## src/rtl/stalm_pkg.sv

```systemverilog
package stalm_pkg;
  localparam int ALARMS = 2;

  localparam logic [7:0] WR_CLEAR = 8'h00;
  localparam logic [7:0] WR_WEL   = 8'h02;
  localparam logic [7:0] WR_BOTH  = 8'h06;

  typedef struct packed {
    logic rwel;
    logic wel;
  } wlatch_t;

  // Next state of the enable latches for one status write.
  function automatic wlatch_t wlatch_next(wlatch_t cur, logic [7:0] d);
    wlatch_t n;
    n = cur;
    case (d)
      WR_CLEAR: n = '0;
      WR_WEL: begin
        n.wel  = 1'b1;
        n.rwel = 1'b0;
      end
      WR_BOTH: if (cur.wel) n.rwel = 1'b1;
      default: n = cur;
    endcase
    return n;
  endfunction
endpackage

```

## src/rtl/stalm_match.sv

```systemverilog
module stalm_match #(
  parameter int ALM_FIELDS = 6,
  parameter int CMP_BITS   = 7
) (
  input  logic                    tick,
  input  logic [ALM_FIELDS*8-1:0] cfg,
  input  logic [ALM_FIELDS*8-1:0] now,
  output logic                    hit,
  output logic                    any_en
);
  logic [ALM_FIELDS-1:0] fld_en;
  logic [ALM_FIELDS-1:0] fld_ok;

  function automatic logic field_ok(logic [7:0] c, logic [7:0] t);
    return !c[7] || (c[CMP_BITS-1:0] == t[CMP_BITS-1:0]);
  endfunction

  for (genvar f = 0; f < ALM_FIELDS; f++) begin : g_fld
    assign fld_en[f] = cfg[8*f+7];
    assign fld_ok[f] = field_ok(cfg[8*f +: 8], now[8*f +: 8]);
  end

  assign any_en = |fld_en;
  assign hit    = tick && any_en && (&fld_ok);
endmodule

```

## src/rtl/stalm_flags.sv

```systemverilog
module stalm_flags
  import stalm_pkg::*;
(
  input  logic              clk,
  input  logic              rst_n,
  input  logic [ALARMS-1:0] hit,
  input  logic              rd_start,
  input  logic              rd_done,
  output logic [ALARMS-1:0] flags
);
  logic [ALARMS-1:0] snap;
  logic [ALARMS-1:0] clr_mask;

  assign clr_mask = rd_done ? snap : '0;

  always_ff @(posedge clk) begin
    if (!rst_n) begin
      flags <= '0;
      snap  <= '0;
    end else begin
      if (rd_start)     snap <= flags;
      else if (rd_done) snap <= '0;
      flags <= (flags & ~clr_mask) | hit;
    end
  end

  for (genvar i = 0; i < ALARMS; i++) begin : g_chk
    AST_HIT_SETS_FLAG: assert property (@(posedge clk) disable iff (!rst_n)
      hit[i] |=> flags[i]);
    AST_READ_CLEARS_SNAP: assert property (@(posedge clk) disable iff (!rst_n)
      (rd_done && snap[i] && !hit[i]) |=> !flags[i]);
    AST_LATE_FLAG_KEPT: assert property (@(posedge clk) disable iff (!rst_n)
      (rd_done && flags[i] && !snap[i]) |=> flags[i]);
  end
endmodule

```

## src/rtl/stalm_wel.sv

```systemverilog
module stalm_wel
  import stalm_pkg::*;
(
  input  logic       clk,
  input  logic       rst_n,
  input  logic       st_wr,
  input  logic [7:0] st_wdata,
  output logic       wel,
  output logic       rwel
);
  wlatch_t lat;

  always_ff @(posedge clk) begin
    if (!rst_n)     lat <= '0;
    else if (st_wr) lat <= wlatch_next(lat, st_wdata);
  end

  assign wel  = lat.wel;
  assign rwel = lat.rwel;

  AST_ZERO_CLEARS: assert property (@(posedge clk) disable iff (!rst_n)
    (st_wr && st_wdata == WR_CLEAR) |=> (!wel && !rwel));
  AST_RWEL_NEEDS_WEL: assert property (@(posedge clk) disable iff (!rst_n)
    rwel |-> wel);
  AST_IDLE_HOLD: assert property (@(posedge clk) disable iff (!rst_n)
    !st_wr |=> ($stable(wel) && $stable(rwel)));
endmodule

```

## src/rtl/rtc_stat_alarm.sv

```systemverilog
module rtc_stat_alarm
  import stalm_pkg::*;
#(
  parameter int ALM_FIELDS = 6,
  parameter int CMP_BITS   = 7
) (
  input  logic                    clk,
  input  logic                    rst_n,
  input  logic                    tick_1s,
  input  logic [ALM_FIELDS*8-1:0] cur_time,
  input  logic [ALM_FIELDS*8-1:0] alm0_cfg,
  input  logic [ALM_FIELDS*8-1:0] alm1_cfg,
  input  logic                    st_wr,
  input  logic [7:0]              st_wdata,
  input  logic                    rd_start,
  input  logic                    rd_done,
  input  logic                    hw_bat,
  input  logic                    hw_oscf,
  input  logic                    hw_rtcf,
  output logic [7:0]              status_byte,
  output logic                    wel_o,
  output logic                    rwel_o
);
  localparam int CFG_W = ALM_FIELDS * 8;

  logic [ALARMS-1:0][CFG_W-1:0] cfg_arr;
  logic [ALARMS-1:0]            alm_hit;
  logic [ALARMS-1:0]            alm_any_en;
  logic [ALARMS-1:0]            alm_flag;

  assign cfg_arr[0] = alm0_cfg;
  assign cfg_arr[1] = alm1_cfg;

  for (genvar g = 0; g < ALARMS; g++) begin : g_alm
    stalm_match #(.ALM_FIELDS(ALM_FIELDS), .CMP_BITS(CMP_BITS)) u_match (
      .tick   (tick_1s),
      .cfg    (cfg_arr[g]),
      .now    (cur_time),
      .hit    (alm_hit[g]),
      .any_en (alm_any_en[g])
    );

    AST_FLAG_NEEDS_TICK: assert property (@(posedge clk) disable iff (!rst_n)
      $rose(alm_flag[g]) |-> $past(tick_1s));
    AST_NO_ENABLE_NO_FLAG: assert property (@(posedge clk) disable iff (!rst_n)
      (!alm_any_en[g] && !alm_flag[g]) |=> !alm_flag[g]);
  end

  stalm_flags u_flags (
    .clk      (clk),
    .rst_n    (rst_n),
    .hit      (alm_hit),
    .rd_start (rd_start),
    .rd_done  (rd_done),
    .flags    (alm_flag)
  );

  stalm_wel u_wel (
    .clk      (clk),
    .rst_n    (rst_n),
    .st_wr    (st_wr),
    .st_wdata (st_wdata),
    .wel      (wel_o),
    .rwel     (rwel_o)
  );

  assign status_byte = {hw_bat, alm_flag[1], alm_flag[0], hw_oscf,
                        1'b0, rwel_o, wel_o, hw_rtcf};

  AST_WRITE_KEEPS_FLAGS: assert property (@(posedge clk) disable iff (!rst_n)
    (st_wr && !tick_1s && !rd_done) |=> $stable(alm_flag));
endmodule

```

## config.mk

```make
export PLATFORM = sky130hd
export DESIGN_NAME = rtc_stat_alarm
export DESIGN_NICKNAME = d
export VERILOG_FILES = /design/src/rtl/stalm_pkg.sv /design/src/rtl/stalm_match.sv /design/src/rtl/stalm_flags.sv /design/src/rtl/stalm_wel.sv /design/src/rtl/rtc_stat_alarm.sv
export SDC_FILE = /design/constraint.sdc
export NUM_CORES = 1
export LEC_CHECK = 0
export ABC_CLOCK_PERIOD_IN_PS = 3500
export BUFFER_PORTS_ARGS = -buffer_cell sky130_fd_sc_hd__buf_4
export CAP_MARGIN = 20
export CORE_AREA = 2 2 66 68
export CTS_CLUSTER_SIZE = 20
export DETAILED_ROUTE_END_ITERATION = 10
export DIE_AREA = 0 0 68 70
export PLACE_DENSITY_LB_ADDON = 0.2
export SLEW_MARGIN = 20
export SYNTH_ARGS = -nofsm -noshare
export SYNTH_HDL_FRONTEND = slang
export SYNTH_HIERARCHICAL = 1
export SYNTH_SLANG_ARGS = --single-unit
```

## constraint.sdc

```tcl
create_clock -name clk -period 3.5 [get_ports clk]
set_clock_uncertainty 0.15 [all_clocks]
set_input_delay 0.175 -clock clk [delete_from_list [all_inputs] [get_ports clk]]
set_output_delay 0.175 -clock clk [all_outputs]
set_load 0.005 [all_outputs]
```

==> metrics.csv, run 1 <==
metric,value,unit
status,finished clean,
cp.arrival,1.52,ns
die_area,4760,um^2
diodes,0,
ctsResizeCount,0,
die_h,70,um
fin_crit_sh,43.4,%
max_freq,658,MHz
regToRegSetupSlack,2.54,ns
crit_path_cell_trace,"buf_4, xnor2_1, nand4_1, o41ai_1, nand2_1, nor3_2, o21ai_0, a31oi_1",
pwr-share-comb,60.5,%
die_x,68,um
grtUsageTotal,19.2,%
gp_congestion,0.829,
initialDrtViolationCount,51,
htree_num_levels,1,
synth_top_family_by_area,XOR/XNOR gates,
required,3.50,ns
dp_cells,356,
clock_path_buffers,2,
grt_setup_unrepaired,no,
drv_cap,0,
fin_util,62.4,%
synth-simple-area-share,16.7,%
setup_viol,0,
synth.area.mux_share,0.743,%
synth_seq_cells,6,
overflow,0,
synth-xor-area-share,54.6,%
slowest_delay,0.35,ns
hold_viol,0,
synth_cells,153,
min_path_cells,2,
grt_pass1_wl,7220,um
grt_pass1_vias,1781,
antenna_found_initial,0,
postCtsHoldBufs,0,
drtPass1Iterations,4,
slowest_stage,o41ai_1,
syn_area,1350,um^2
start_kind,input port,
power_leakage,1.21,nW
setup_slack,1.98,ns
p_switching,0.124,mW
vias_per_cell,4.71,
synthToLayoutAreaGrowth,92.0,%
cts_setup_buffers,0,
clkTransAtPathRegs,0.04,ns
clk-insertion-delay-late,0.22,ns
route.detailed.wl_per_inst,13.3,um
io_buffers,157,
swShare,28.3,%
end_kind,flop,
ys_seq_area_share,8.91,%
synth_fa_ha_area_share,0,%
netlist-cell-type-count,24,
synth_compound_area_share,14.9,%
power_frac_seq,15.8,%
slew_violations,0,
numCtsBuffers,3,
min_period,1.52,ns
dp_hpwl,4380,um
coreArea,4140,um^2
clockRootBuffer,clkbuf_8,
rows,24,
place_ws,1.76,ns
powerDensity,169,nW/um^2
syn_nets,314,
reg2reg_depth,2,
p_clk_share,23.7,%
vias,1690,
start_util,32.5,%
syn_area_per_cell,8.81,um^2
path_class,input port to flop,
layout-drive-gt1-share,55.0,%
ant_nets,0,
intPower,0.314,mW
ir_drop,79.8,uV
cts.sinks,6,
critPathMaxFanout,2,
wl,4770,um
cts_tree,built,
fin_cells,359,
grt_start_max_net_pins,10,
drc,0,
fin_setup_tns,0,ns
final_nets,470,
ys_warn_count,6,
holdCritPathClass,input port to flop,
ios,171,
## power groups by stage
stage / Combinational [mW] / Sequential [mW] / Clock, mW
final: 0.265 / 0.0693 / 0.104
after global routing: 0.289 / 0.0692 / 0.110
after CTS: 0.268 / 0.0693 / 0.105
after detailed placement: 0.267 / 0.0703 / 0
after global placement: 0.263 / 0.0703 / 0
after floorplan: 0.0993 / 0.0703 / 0
## layer usage
| layer | GRT usage (%) | wire (um) | up-vias |
|---|---|---|---|
| met5 | 0 | 0 | - |
| met4 | 4.00 | 54 | 0 |
| met3 | 3.22 | 517 | 6 |
| met2 | 39.4 | 2640 | 92 |
| met1 | 18.8 | 1550 | 740 |
| li1 | - | - | 852 |
## synth_stat cells
| cell type | instances | share of area (%) |
|---|---|---|
| a31o_1 | 2 | 1.3 |
| nand4_1 | 12 | 5.6 |
| a31oi_1 | 2 | 0.93 |
| nand3b_1 | 1 | 0.56 |
| nor3_1 | 1 | 0.37 |
| buf_4 | 6 | 3.3 |
| o41ai_1 | 6 | 3.9 |
| a41o_1 | 1 | 0.74 |
| conb_1 | 1 | 0.28 |
| xor2_1 | 36 | 23 |
| o41ai_2 | 6 | 7.2 |
| mux2i_1 | 1 | 0.74 |
| nand2_1 | 6 | 1.7 |
| xnor2_1 | 48 | 31 |
| nor2_1 | 2 | 0.56 |
| nor3_2 | 2 | 1.5 |
| dfxtp_1 | 6 | 8.9 |
| nor4_1 | 2 | 0.93 |
| nor4b_4 | 1 | 1.8 |
| nand3_1 | 4 | 1.5 |
| inv_1 | 2 | 0.56 |
| and4bb_1 | 2 | 1.9 |
| o21ai_0 | 2 | 0.74 |
| and3_1 | 1 | 0.46 |
## worst max-delay path, delay by kind of cell
kind | cells | cell delay, ns
buffers and inverters | 1 | 0.12
AND/OR/NAND/NOR | 3 | 0.45
XOR/XNOR | 1 | 0.15
AO/OA/AOI/OAI | 3 | 0.63
## path summary, 6_finish.rpt
check | start | end
max | cur_time[24] | u_flags/flags[1]
min | rd_done | u_flags/flags[0]
max reg2reg | u_flags/snap[1] | u_flags/snap[1]
min reg2reg | u_flags/snap[0] | u_flags/flags[0]
## kinds of logic after synthesis
group / Yosys count
AOI/OAI and AO/OA: 19
other: 1
and+or+nand+nor: 34
buffers and inverters: 8
muxes: 1
xor gates and xnor gates: 84
DFF: 6
## final cells by class
cell class                      instances  area (um^2)
Clock buffer                            3         41.3
Fill cell                             364         1560
Inverter                                2         7.51
Multi-Input combinational cell        139         1170
Sequential cell                         6          120
Tap cell                               52         65.1
Timing Repair Buffer                  157         1180
## cell usage in the layout (no fill, tap or decap), types with 3 or more instances in the layout
| master | synthesis | routed |
|---|---|---|
| clkbuf_8 | 0 | 3 |
| xnor2_1 | 48 | 48 |
| nand3_1 | 4 | 4 |
| o41ai_1 | 6 | 6 |
| dfxtp_1 | 6 | 6 |
| buf_4 | 6 | 157 |
| nand4_1 | 12 | 12 |
| nand2_1 | 6 | 6 |
| xor2_1 | 36 | 36 |
| o41ai_2 | 6 | 6 |
## sequential cells by signal, indices dropped and copies added, names as in the netlist
| signal | count |
|---|---|
| u_flags/flags | 2 |
| u_wel/wel | 1 |
| u_wel/rwel | 1 |
| u_flags/snap | 2 |
## stage by stage
stage | hold slack (ns) | area, um^2 | total power [mW]
finish | 0.0274 | 2590 | 0.438
global route | 0.0340 | 2590 | 0.468
CTS | 0.0224 | 2590 | 0.442
detailed placement | 0.200 | 2550 | 0.337
global placement | 0.200 | 2550 | 0.333
floorplan | 0.132 | 1350 | 0.170
No activity file was read; power rests on OpenSTA's default activity.
==> run 2, diff against run 1 <==
--- a/config.mk
+++ b/config.mk
@@ -5,13 +5,12 @@
 export SDC_FILE = /design/constraint.sdc
 export NUM_CORES = 1
 export LEC_CHECK = 0
-export ABC_CLOCK_PERIOD_IN_PS = 3500
+export ABC_CLOCK_PERIOD_IN_PS = 1400
 export BUFFER_PORTS_ARGS = -buffer_cell sky130_fd_sc_hd__buf_4
 export CAP_MARGIN = 20
-export CORE_AREA = 2 2 66 68
+export CORE_UTILIZATION = 33
 export CTS_CLUSTER_SIZE = 20
 export DETAILED_ROUTE_END_ITERATION = 10
-export DIE_AREA = 0 0 68 70
 export PLACE_DENSITY_LB_ADDON = 0.2
 export SLEW_MARGIN = 20
 export SYNTH_ARGS = -nofsm -noshare
==> constraint.sdc (replaced) <==
create_clock -name clk -period 1.4 [get_ports clk]
set_clock_uncertainty 0.15 [all_clocks]
set_input_delay 0.07 -clock clk [delete_from_list [all_inputs] [get_ports clk]]
set_output_delay 0.07 -clock clk [all_outputs]
set_load 0.005 [all_outputs]
==> metrics.csv, run 2 (synthesis gave the netlist of run 1 again) <==
metric,value,unit,change
htree_num_levels,1,,unchanged
final_nets,477,,+1.5%
grt_setup_unrepaired,yes,,
fin_util,72.8,%,+10 points
vias,1741,,+3.0%
holdCritPathClass,input port to flop,,
cp.arrival,1.29,ns,-0.23 ns
die_x,65.9,um,-3.1%
path_class,input port to flop,,
slowest_stage,o41ai_2,,
ios,171,,unchanged
io_buffers,157,,unchanged
rows,22,,-8.3%
clockRootBuffer,clkbuf_8,,
grt_start_max_net_pins,10,,unchanged
numCtsBuffers,3,,unchanged
crit_path_cell_trace,"buf_4, xnor2_1, nand4_1, o41ai_2, nand3_1, nor3_2, o21ai_0, a31oi_1",,
reg.largest.list,"u_flags/flags: 2 flops, u_flags/snap: 2 flops",,
max_freq,778,MHz,
final_area,2770,um^2,+6.9%
clkTransAtPathRegs,0.04,ns,about the same
hold_viol,0,,unchanged
clk-insertion-delay-late,0.23,ns,about the same
layout-drive-gt1-share,58.0,%,+2.9 points
drv_cap,0,,unchanged
drtPass1Iterations,4,,unchanged
cts.sinks,6,,unchanged
slew_violations,0,,unchanged
fin_crit_sh,91.8,%,
wl,4830,um,+1.3%
ant_nets,0,,unchanged
end_kind,flop,,
ir_drop,217,uV,+170%
required,1.41,ns,-2.09 ns
setup_viol,0,,unchanged
drc,0,,unchanged
start_util,35.5,%,+3.0 points
route.detailed.wl_per_inst,13.3,um,+0.42%
diodes,0,,unchanged
cp_num_buf_inv,1,,unchanged
synthToLayoutAreaGrowth,105,%,
cp_top_family,simple AND/OR/NAND/NOR gates,,
powerDensity,421,nW/um^2,+150%
initialDrtViolationCount,15,,-71%
grtUsageTotal,21.6,%,+2.4 points
status,finished clean,,
overflow,0,,unchanged
slowest_delay,0.24,ns,-0.11 ns
start_kind,input port,,
placed_cell_area,2540,um^2,-0.20%
grt_pass1_wl,7170,um,-0.76%
layout_commonest_cell,buf_4,,
cts_tree,built,,
grt_pass1_vias,1831,,+2.8%
nFillCells,316,,-13%
die_h,65.9,um,-5.9%
layout_common_cells,"buf_4, xnor2_1, xor2_1",,
vias_per_cell,4.81,,+2.2%
critPathMaxFanout,2,,unchanged
gp_congestion,0.789,,-4.8%
clock_path_buffers,2,,unchanged
cts_setup_buffers,0,,unchanged
min_period,1.29,ns,
antenna_found_initial,0,,unchanged
die_area,4340,um^2,-8.8%
power_leakage,1.31,nW,+8.1%
coreArea,3800,um^2,-8.3%
dp_hpwl,4250,um,-2.8%
[run 2: cell count changes in the layout (fill, tap and decap cells not counted), moves of 4 or more]
cell / change
buf_6: +4
o41ai_1: -4
xnor2_1: -9
o41ai_2: +4
dlygate4sd3_1: +7
xnor2_2: +9
buf_4: -4
[run 2: layout make-up]
cell class | count | area, um^2 | area share [%]
timing repair buffer | 164 | 1260 | 45.7
inverter | 2 | 7.51 | 0.271
tap | 48 | 60.1 | 2.17
sequential | 6 | 120 | 4.34
multi-input combinational | 139 | 1270 | 46.0
clock buffer | 3 | 41.3 | 1.49
[run 2: timing repair]
action	4_1_cts	5_1_grt
hold buffers	7	0
resized for setup	0	18
endpoints found under the hold margin	9	0
endpoints found under the setup margin	0	2
[run 2: worst register-to-register path: stages (launching register included)]
cell      delay, ns
dfxtp_1        0.31
and4bb_1       0.20
a31o_1         0.17
[run 2: routing by layer]
layer | vias up | routed length (um) | global-route usage [%]
met2 | 95 | 2740 | 44.9
li1 | 867 | - | -
met5 | - | 0 | 0
met4 | 0 | 107 | 9.51
met1 | 768 | 1550 | 19.9
met3 | 11 | 425 | 3.28
[run 2: per-stage QoR]
stage | power [mW] | TNS, ns | hold WS, ns | setup slack (ns) | cells
3_5_place_dp | 0.842 | -0.391 | -0.00996 | -0.197 | 352
6_report | 1.17 | 0 | 0.0288 | 0.115 | 362
4_1_cts | 1.14 | 0 | 0.0350 | 0.0286 | 362
2_1_floorplan | 0.424 | 0 | 0.0273 | 0.140 | 153
3_3_place_gp | 0.833 | -0.306 | -0.00996 | -0.171 | 352
5_1_grt | 1.23 | -0.0711 | 0.0770 | -0.0491 | 362
[run 2: final timing paths]
kind                                       from                to  slack, ns  cells past startpoint
worst min register to register  u_flags/snap[0]  u_flags/flags[0]       0.28                      1
worst min-delay path                st_wdata[2]         u_wel/wel       0.03                      3
worst max-delay path                cur_time[4]  u_flags/flags[0]       0.11                      8
worst max register to register  u_flags/snap[1]   u_flags/snap[1]       0.45                      2
[run 2: power by group]
group,internal (mW),leakage (nW),total (mW),switching [mW]
logic,0.465,1.24,0.722,0.258
registers,0.173,0.0483,0.173,0.000547
clock network,0.186,0.0216,0.270,0.0843
total,0.823,1.31,1.17,0.343
